<file path="src/rtl/varlat_div_pkg.sv">
package varlat_div_pkg;
  typedef enum logic [1:0] {
    ST_IDLE = 2'd0,
    ST_RUN  = 2'd1,
    ST_FIN  = 2'd2,
    ST_OVF  = 2'd3
  } st_e;
endpackage

</file>
<file path="src/rtl/varlat_div_core.sv">
// Restoring magnitude divider: one quotient bit per enabled step.
module varlat_div_core #(
  parameter int QW = 16
) (
  input  logic            clk,
  input  logic            rst_n,
  input  logic            load_i,
  input  logic            step_i,
  input  logic [2*QW-1:0] num_i,
  input  logic [QW-1:0]   den_i,
  output logic            take_o,
  output logic [QW-1:0]   quo_o,
  output logic [QW-1:0]   rem_o
);
  logic [QW-1:0] rem_q, rem_d;
  logic [QW-1:0] low_q, low_d;
  logic [QW-1:0] quo_q, quo_d;
  logic [QW-1:0] den_q, den_d;
  logic [QW:0]   trial;

  always_comb begin
    trial  = {rem_q, low_q[QW-1]};
    take_o = (trial >= {1'b0, den_q});
    rem_d  = rem_q;
    low_d  = low_q;
    quo_d  = quo_q;
    den_d  = den_q;
    if (load_i) begin
      rem_d = num_i[2*QW-1:QW];
      low_d = num_i[QW-1:0];
      quo_d = '0;
      den_d = den_i;
    end else if (step_i) begin
      rem_d = take_o ? (trial[QW-1:0] - den_q) : trial[QW-1:0];
      low_d = {low_q[QW-2:0], 1'b0};
      quo_d = {quo_q[QW-2:0], take_o};
    end
  end

  always_ff @(posedge clk or negedge rst_n) begin
    if (!rst_n) begin
      rem_q <= '0;
      low_q <= '0;
      quo_q <= '0;
      den_q <= '0;
    end else if (load_i || step_i) begin
      rem_q <= rem_d;
      low_q <= low_d;
      quo_q <= quo_d;
      den_q <= den_d;
    end
  end

  assign quo_o = quo_q;
  assign rem_o = rem_q;
endmodule

</file>
<file path="src/rtl/varlat_div_cost.sv">
// CPU-cycle accumulator that tracks the divider step by step.
module varlat_div_cost #(
  parameter int CPU_W  = 8,
  parameter int U_STEP = 2
) (
  input  logic             clk,
  input  logic             rst_n,
  input  logic             load_i,
  input  logic [CPU_W-1:0] init_i,
  input  logic             step_i,
  input  logic             signed_i,
  input  logic             take_i,
  input  logic             last_i,
  output logic [CPU_W-1:0] cpu_o
);
  logic [CPU_W-1:0] cpu_q, cpu_d, inc;

  always_comb begin
    if (signed_i) begin
      // zero quotient bit above bit 0 costs one cycle
      inc = (!take_i && !last_i) ? CPU_W'(1) : '0;
    end else begin
      // every shift costs U_STEP, a subtracting step gives one back
      inc = take_i ? CPU_W'(U_STEP - 1) : CPU_W'(U_STEP);
    end
    cpu_d = cpu_q;
    if (load_i)      cpu_d = init_i;
    else if (step_i) cpu_d = cpu_q + inc;
  end

  always_ff @(posedge clk or negedge rst_n) begin
    if (!rst_n)                cpu_q <= '0;
    else if (load_i || step_i) cpu_q <= cpu_d;
  end

  assign cpu_o = cpu_q;
endmodule

</file>
<file path="src/rtl/varlat_divider.sv">
module varlat_divider
  import varlat_div_pkg::*;
#(
  parameter int QW          = 16,
  parameter int CPU_W       = 8,
  parameter int LAT_W       = 12,
  parameter int MCLK        = 7,
  parameter int REFRESH_CPU = 128,
  parameter int U_BASE      = 38,
  parameter int U_STEP      = 2,
  parameter int U_OVF       = 10,
  parameter int S_BASE      = 6,
  parameter int S_BODY      = 55,
  parameter int S_OVF       = 2
) (
  input  logic             clk,
  input  logic             rst_n,
  input  logic             start_i,
  input  logic             signed_i,
  input  logic [2*QW-1:0]  dividend_i,
  input  logic [QW-1:0]    divisor_i,
  output logic [QW-1:0]    quotient_o,
  output logic [QW-1:0]    remainder_o,
  output logic             overflow_o,
  output logic [LAT_W-1:0] latency_o,
  output logic             done_o,
  output logic             skip_refresh_o
);
  localparam int DW    = 2 * QW;
  localparam int CNT_W = $clog2(QW);
  localparam int THR   = REFRESH_CPU * MCLK;
  localparam logic [QW-1:0] MIN_MAG = {1'b1, {(QW-1){1'b0}}};

  // reset: asynchronous assert, synchronous release
  logic [1:0] rsync_q;
  logic       rst_core_n;
  always_ff @(posedge clk or negedge rst_n) begin
    if (!rst_n) rsync_q <= '0;
    else        rsync_q <= {rsync_q[0], 1'b1};
  end
  assign rst_core_n = rsync_q[1];

  st_e              st_q, st_d;
  logic [CNT_W-1:0] cnt_q, cnt_d;
  logic             mode_q, mode_d, ndd_q, ndd_d, nq_q, nq_d;
  logic [QW-1:0]    quo_q, quo_d, rem_q, rem_d;
  logic             ovf_q, ovf_d, done_q, done_d, skip_q, skip_d;
  logic [LAT_W-1:0] lat_q, lat_d;
  logic             res_en, flag_en, ctl_en;

  logic             dd_neg, dv_neg, early_ovf;
  logic [DW-1:0]    dd_mag;
  logic [QW-1:0]    dv_mag;
  int               init_v;
  logic [CPU_W-1:0] init_cpu;

  logic             core_load, core_step, take, last_step, fits;
  logic [QW-1:0]    core_quo, core_rem;
  logic [CPU_W-1:0] cpu;
  logic [LAT_W-1:0] lat_calc;

  // operand magnitudes and the early overflow test
  always_comb begin
    dd_neg    = signed_i & dividend_i[DW-1];
    dv_neg    = signed_i & divisor_i[QW-1];
    dd_mag    = dd_neg ? (DW'(0) - dividend_i) : dividend_i;
    dv_mag    = dv_neg ? (QW'(0) - divisor_i) : divisor_i;
    early_ovf = (dd_mag[DW-1:QW] >= dv_mag);
    if (!signed_i) begin
      init_v = early_ovf ? U_OVF : U_BASE;
    end else begin
      init_v = S_BASE + (dd_neg ? 1 : 0);
      if (early_ovf) begin
        init_v = init_v + S_OVF;
      end else begin
        init_v = init_v + S_BODY;
        if (!dv_neg) init_v = init_v + (dd_neg ? 1 : -1);
      end
    end
    init_cpu = CPU_W'(init_v);
  end

  varlat_div_core #(.QW(QW)) u_core (
    .clk    (clk),
    .rst_n  (rst_core_n),
    .load_i (core_load),
    .step_i (core_step),
    .num_i  (dd_mag),
    .den_i  (dv_mag),
    .take_o (take),
    .quo_o  (core_quo),
    .rem_o  (core_rem)
  );

  varlat_div_cost #(.CPU_W(CPU_W), .U_STEP(U_STEP)) u_cost (
    .clk      (clk),
    .rst_n    (rst_core_n),
    .load_i   (core_load),
    .init_i   (init_cpu),
    .step_i   (core_step),
    .signed_i (mode_q),
    .take_i   (take),
    .last_i   (last_step),
    .cpu_o    (cpu)
  );

  assign last_step = (cnt_q == CNT_W'(QW - 1));
  assign lat_calc  = LAT_W'(cpu) * LAT_W'(2 * MCLK);

  // next-state process
  always_comb begin
    st_d      = st_q;
    cnt_d     = cnt_q;
    mode_d    = mode_q;
    ndd_d     = ndd_q;
    nq_d      = nq_q;
    core_load = 1'b0;
    core_step = 1'b0;
    res_en    = 1'b0;
    flag_en   = 1'b0;
    ovf_d     = ovf_q;
    lat_d     = lat_q;
    skip_d    = skip_q;
    done_d    = 1'b0;
    fits      = !mode_q || (nq_q ? (core_quo <= MIN_MAG) : !core_quo[QW-1]);
    quo_d     = (mode_q && nq_q)  ? (QW'(0) - core_quo) : core_quo;
    rem_d     = (mode_q && ndd_q) ? (QW'(0) - core_rem) : core_rem;
    unique case (st_q)
      ST_IDLE: begin
        if (start_i) begin
          core_load = 1'b1;
          mode_d    = signed_i;
          ndd_d     = dd_neg;
          nq_d      = dd_neg ^ dv_neg;
          cnt_d     = '0;
          st_d      = early_ovf ? ST_OVF : ST_RUN;
        end
      end
      ST_RUN: begin
        core_step = 1'b1;
        cnt_d     = cnt_q + 1'b1;
        if (last_step) st_d = ST_FIN;
      end
      ST_FIN: begin
        flag_en = 1'b1;
        res_en  = fits;
        ovf_d   = !fits;
        lat_d   = lat_calc;
        skip_d  = (lat_calc >= LAT_W'(THR));
        done_d  = 1'b1;
        st_d    = ST_IDLE;
      end
      ST_OVF: begin
        flag_en = 1'b1;
        ovf_d   = 1'b1;
        lat_d   = lat_calc;
        skip_d  = (lat_calc >= LAT_W'(THR));
        done_d  = 1'b1;
        st_d    = ST_IDLE;
      end
      default: st_d = ST_IDLE;
    endcase
    ctl_en = (st_q != ST_IDLE) || start_i;
  end

  // register process
  always_ff @(posedge clk or negedge rst_core_n) begin
    if (!rst_core_n) begin
      st_q   <= ST_IDLE;
      cnt_q  <= '0;
      mode_q <= 1'b0;
      ndd_q  <= 1'b0;
      nq_q   <= 1'b0;
    end else if (ctl_en) begin
      st_q   <= st_d;
      cnt_q  <= cnt_d;
      mode_q <= mode_d;
      ndd_q  <= ndd_d;
      nq_q   <= nq_d;
    end
  end

  always_ff @(posedge clk or negedge rst_core_n) begin
    if (!rst_core_n) begin
      quo_q <= '0;
      rem_q <= '0;
    end else if (res_en) begin
      quo_q <= quo_d;
      rem_q <= rem_d;
    end
  end

  always_ff @(posedge clk or negedge rst_core_n) begin
    if (!rst_core_n) begin
      ovf_q  <= 1'b0;
      lat_q  <= '0;
      skip_q <= 1'b0;
    end else if (flag_en) begin
      ovf_q  <= ovf_d;
      lat_q  <= lat_d;
      skip_q <= skip_d;
    end
  end

  always_ff @(posedge clk or negedge rst_core_n) begin
    if (!rst_core_n) done_q <= 1'b0;
    else             done_q <= done_d;
  end

  assign quotient_o     = quo_q;
  assign remainder_o    = rem_q;
  assign overflow_o     = ovf_q;
  assign latency_o      = lat_q;
  assign skip_refresh_o = skip_q;
  assign done_o         = done_q;
endmodule

</file>
<file path="config.mk">
export PLATFORM = sky130hd
export DESIGN_NAME = varlat_divider
export DESIGN_NICKNAME = d
export VERILOG_FILES = /design/src/rtl/varlat_div_pkg.sv /design/src/rtl/varlat_div_core.sv /design/src/rtl/varlat_div_cost.sv /design/src/rtl/varlat_divider.sv
export SDC_FILE = /design/constraint.sdc
export NUM_CORES = 1
export LEC_CHECK = 0
export BUFFER_PORTS_ARGS = -buffer_cell sky130_fd_sc_hd__buf_2
export CORE_UTILIZATION = 55
export DETAILED_ROUTE_END_ITERATION = 8
export PLACE_DENSITY = 0.76
export SLEW_MARGIN = 20
export SYNTH_ARGS = -nofsm -noshare
export SYNTH_HDL_FRONTEND = slang
export SYNTH_SLANG_ARGS = --single-unit
</file>
<file path="constraint.sdc">
create_clock -name clk -period 5.45 [get_ports clk]
set_clock_uncertainty 0.2 [all_clocks]
set_input_delay 0.8175 -clock clk [delete_from_list [all_inputs] [get_ports clk]]
set_output_delay 0.8175 -clock clk [all_outputs]
set_load 0.02 [all_outputs]
</file>
### After elaboration in Yosys (flattened, before gate mapping)

Cells that the tools add are included.
W data, S select, Z words.

* bitwise gates (word level): 3
* equal/unequal tests: 6
* order comparisons: 4
* add/subtract/negate cells: 11
* muxes and demuxes: 35
* $mul: 1
* reduce and logical (&&, ||, !) cells: 24

Operators with widths (number)
* $mux W16: 10
* $mux W8: 7
* $sub A1 B16 Y16 const A: 3
* $mux W32: 1
* $sub A1 B32 Y32 const A: 1
* $ge A17 B16 Y1: 1
* $add A8 B8 Y8: 2
* $ge A16 B16 Y1: 1
* $le A16 B16 Y1 const B: 1
* $sub A16 B16 Y16: 1
* $ge A12 B10 Y1 const B: 1
* $mul A8 B3 Y11 const B: 1
* $reduce_and A3 Y1: 3
* $mux W1: 8
* $mux W2: 4
* $pmux W4 S2: 1
* $reduce_and A2 Y1: 4
* $reduce_bool A2 Y1: 4
* $add A4 B6 Y7 const B: 1
* $mux W6: 1
* $pmux W2 S3: 1
* $add A4 B2 Y5 const B: 1
* $logic_not A1 Y1: 5
* $add A3 B1 Y4 const A: 1
* 14 further kinds: 20

* register bits: 129
* input bits: 52
* output and inout bits: 47
* word-level logic and storage cells: 101

### Depth between registers and ports, before layout

* depth after elaboration: 9
* gate-level depth with buffers: 19
* mapped depth without buffers: 16

### By module

A second synthesis with hierarchy kept.

* cell total of the unflattened synthesis: 1045
* area, all modules: 9052.4 um^2

Modules (own cells, without submodules)
* varlat_divider: sequential area each 1426.4 um^2, cells an instance 569, times used 1, area each 4740.8 um^2
* varlat_div_core: sequential area each 1601.5 um^2, cells an instance 419, times used 1, area each 3793.6 um^2
* varlat_div_cost: sequential area each 200.2 um^2, cells an instance 57, times used 1, area each 518.0 um^2

### Worst setup path before layout

Ideal clock, no wire load.

* kind: input-to-reg
* from: in dividend_i[13]
* to: reg u_cost.cpu_q[0], in the netlist u_cost.cpu_o[0]
* path buffers: 0
* slack: 1107 ps
* stages on the path: 13
* arrival time: 4012 ps
* required time: 5119 ps
* cells stage by stage: or4_1 > or3_1 > nor3_2 > a21oi_1 > xor2_1 > ha_1 > a211oi_1 > o21bai_1 > a21o_1 > a221oi_1 > o21ai_0 > mux2i_1 > or3_1

* word-level cells in the longest chain between the ends: 6

RTL lines
* start: declaration: line varlat_divider.sv:20 `input logic [2*QW-1:0] dividend_i,`
* $sub A1 B32 Y32: line varlat_divider.sv:66 `dd_mag = dd_neg ? (DW'(0) - dividend_i) : dividend_i;`
* $mux W32: line varlat_divider.sv:66
* $ge A16 B16 Y1: line varlat_divider.sv:68 `early_ovf = (dd_mag[DW-1:QW] >= dv_mag);`
* $mux W8: line varlat_divider.sv:73 `if (early_ovf) begin`
* $mux W8: line varlat_divider.sv:69 `if (!signed_i) begin`
* $mux W8: line varlat_div_cost.sv:27 `if (load_i) cpu_d = init_i;`
* end signal: assignment: line varlat_div_cost.sv:33 `else if (load_i || step_i) cpu_q <= cpu_d;`
* end: declaration: line varlat_div_cost.sv:16 `logic [CPU_W-1:0] cpu_q, cpu_d, inc;`

No other way between the ends.
A chain may end at the register's enable or synchronous reset.

### Worst setup path in the final report

* from: in dividend_i[11]
* to: reg u_cost.cpu_q[0], in the netlist u_cost.cpu_o[0]

Same word-level chain as after synthesis.

==> results.toml <==
[logic_synthesis]
ys_seq_area_frac = 0.382
synth_top_flop_cell = "dfrtp_1"
avgSynthCellArea_sq_um = 9.20
synth-edff-count = 0
syn_area_sq_um = 8450
postSynthNetCount = 1034
synth.ff_latch_count = 129
synth_warnings = 0
async_flop_share = 1.00
syn_inst = 918
synthDistinctLibCells = 59

[clocking]
cts_buffers = 17
cts_max_path_buffers = 2
cts_setup_buffers = 0
htree_levels = 4
ctsResizeCount = 0
clk_pin_slew_ps = 60
clock-root-buffer = "clkbuf_16"
cts.sinks = 129
cts_tree = "built"
clk_latency_ps = 430

[setup_path]
setup.worst_path.start_class = "input pin"
path_class = "input pin to flop"
r2r_cells = 13
crit_path_max_fanout = 8
ff2ff_setup_slack_ps = 1390
crit_top_cell = "or3_1"
cp.required_ps = 5550
r2r-start = "u_core.rem_o[5]"
cp.arrival_ps = 4450
cp_slowest_cell = "or4_1"
end_kind = "flop"
slowest_delay_ps = 540
reg2reg_to = "u_cost.cpu_o[4]"
worstPathCellList = "buf_2 -> or4_1 -> or3_1 -> nor3_2 -> buf_4 -> a21oi_1 -> xor2_1 -> ha_1 -> a211oi_1 -> o21bai_1 -> a21o_1 -> a221oi_1 -> o21ai_0 -> mux2i_1 -> or3_1"

[pwr]
swShare = 0.439
p_clk_frac = 0.182
p_switching_mw = 2.88
seqPwrFrac = 0.288
ir_worst_vdd_v = 0.000412
p_leak_nw = 4.51
combPwrFrac = 0.530
powerDensity_nw_per_um2 = 675
internal-power_mw = 3.68

[die]
dieWidth_um = 126
ioPinCount = 99
die_h_um = 126
die-area_sq_um = 15900
rows = 44
start_util = 0.572
core_sq_um = 14800

[route]
routed_via_density = 5.86
drc = 0
wirelength_um = 19900
antenna_left = 0
dr.pass1.iters = 6
drt_iter0_drc = 430
wl_per_cell_um = 16.6
dr_total_vias = 7027

[placed_design]
place_congestion = 0.894
dp_slack_ps = 699
dp_hpwl_um = 14200
io_buffer_count = 97

[timing]
hold_viol = 0
slew_headroom = 0.357
setup_slack_ps = 1100
drv_slew = 0
fin_crit_sh = 0.798
post-route-min-period_ps = 4350
tns_ps = 0
timing.fmax_mhz = 230
finalSetupViolCount = 0
tightest_slew_ps = 964
rsz0062_at_grt = "no"

[flow_run]
drv_cap = 0

[global_routing]
grt_antenna_before_repair = 0
grt_max_degree = 72
grt_pass1_wl_um = 33600
track_usage = 0.266
grt-ovfl-total = 0
grt_pass1_vias = 6874

[hold_path]
whs_path_depth = 0
hold_end = "rsync_q[1]"
hold_path_class = "flop to flop"
min-delay-start = "rsync_q[0]"

[layout]
syn_to_final_growth_pct = 15.1
drive_gt1_frac = 0.168
nNetsFinal = 1119
diodes = 0

[status]
status = "finished, final reports clean"
-- synthesized netlist by cell type (17+ instances only) --
library cell  instances  area [sq um]
mux2i_1              17           170
nor3_1               20           100
xor2_1               44           385
o21ai_0              70           350
nand3_1              19          95.1
mux2_2               18           203
nor2_1               75           282
a22oi_1              22           165
a21oi_1              73           365
xnor2_1              49           429
nand2_1              71           267
inv_1                46           173
clkbuf_1             31           116
ha_1                 54           676
dfrtp_1             129          3230
-- layer usage --
| metal | share of wire | vias up | global-route usage |
|---|---|---|---|
| li1 | - | 3421 | - |
| met1 | 0.47 | 3346 | 0.366 |
| met2 | 0.45 | 226 | 0.416 |
| met3 | 0.068 | 34 | 0.0586 |
| met4 | 0.017 | 0 | 0.0921 |
| met5 | 0 | - | 0 |
-- area by class of cell --
cell class / count / area, sq um
Inverter: 46 / 173
Clock inverter: 11 / 151
Timing Repair Buffer: 109 / 578
Multi-Input combinational cell: 700 / 4880
Tap cell: 184 / 230
Clock buffer: 21 / 470
Sequential cell: 129 / 3230
Fill cell: 1242 / 5040
-- cell families after synthesis --
| kind of cell | count (synthesis) | synth area share |
|---|---|---|
| flip-flops | 129 | 0.382 |
| multiplexers | 35 | 0.0441 |
| buffers and inverters | 89 | 0.0434 |
| XOR/XNOR | 93 | 0.0964 |
| adder cells (fa/ha/maj) | 64 | 0.104 |
| other | 2 | 0.000889 |
| AND/OR/NAND/NOR | 254 | 0.144 |
| AO/OA/AOI/OAI | 252 | 0.186 |
-- critical path: cells and delay by family --
family	cells	cell delay, ps
AOI/OAI and AO/OA	6	1190
muxes	1	180
xor gates and xnor gates	1	210
adders and majority gates	1	290
buffers and inverters	2	310
and+or+nand+nor	4	1440
-- power groups by stage --
stage,clock [mW],sequential (mW),combinational [mW]
global placement,0,1.88,3.34
detailed placement,0,1.89,3.42
floorplan,0,1.95,2.50
finish,1.20,1.89,3.48
CTS,1.22,1.88,3.48
global route,1.25,1.96,3.90
-- registers in the layout, summed over array words and instances, names as in the netlist, 2 cells and up --
signal	cells
quotient_o	16
remainder_o	16
u_core.rem_o	16
rsync_q	2
st_q	2
u_core.low_q	16
cnt_q	4
u_core.den_q	16
u_core.quo_o	16
u_cost.cpu_o	8
latency_o	11
-- metrics by stage --
step	power, mW	hold WS [ps]	utilization	cells	area (sq um)
after global routing	7.12	171	0.659	1200	9720
after detailed placement	5.31	140	0.616	1167	9080
after global placement	5.22	137	0.616	1167	9080
after floorplan	4.45	131	-	918	8450
final	6.56	157	0.659	1200	9720
after CTS	6.57	160	0.658	1200	9710
-- what timing repair did --
action                                  in CTS  in global routing
endpoints found under the hold margin        2                  0
hold buffers                                 1                  0
endpoints found under the setup margin       0                  0
-- placed cells by master, fill, tap and decap left out, drive strengths merged, types with 10 or more instances in the layout --
| master | count |
|---|---|
| dfrtp | 129 |
| buf | 108 |
| nor2 | 76 |
| a21oi | 73 |
| nand2 | 71 |
| o21ai | 70 |
| ha | 54 |
| xnor2 | 49 |
| inv | 48 |
| xor2 | 44 |
| a22oi | 22 |
| nor3 | 22 |
| clkbuf | 21 |
| nand3 | 19 |
| mux2 | 18 |
| mux2i | 17 |
| a31oi | 14 |
| a22o | 13 |
| a21o | 11 |
| nand2b | 11 |
| nor2b | 11 |
| fa | 10 |
-- worst max-delay path by stage --
stage / cells past startpoint / from / endpoint
after floorplan: 13 / dividend_i[13] / u_cost.cpu_o[0]
after global placement: 15 / dividend_i[11] / u_cost.cpu_o[0]
after global routing: 13 / dividend_i[23] / u_cost.cpu_o[0]
after detailed placement: 15 / dividend_i[11] / u_cost.cpu_o[0]
final: 15 / dividend_i[11] / u_cost.cpu_o[0]
after CTS: 15 / dividend_i[11] / u_cost.cpu_o[0]
(Power assumes the default switching activity.)
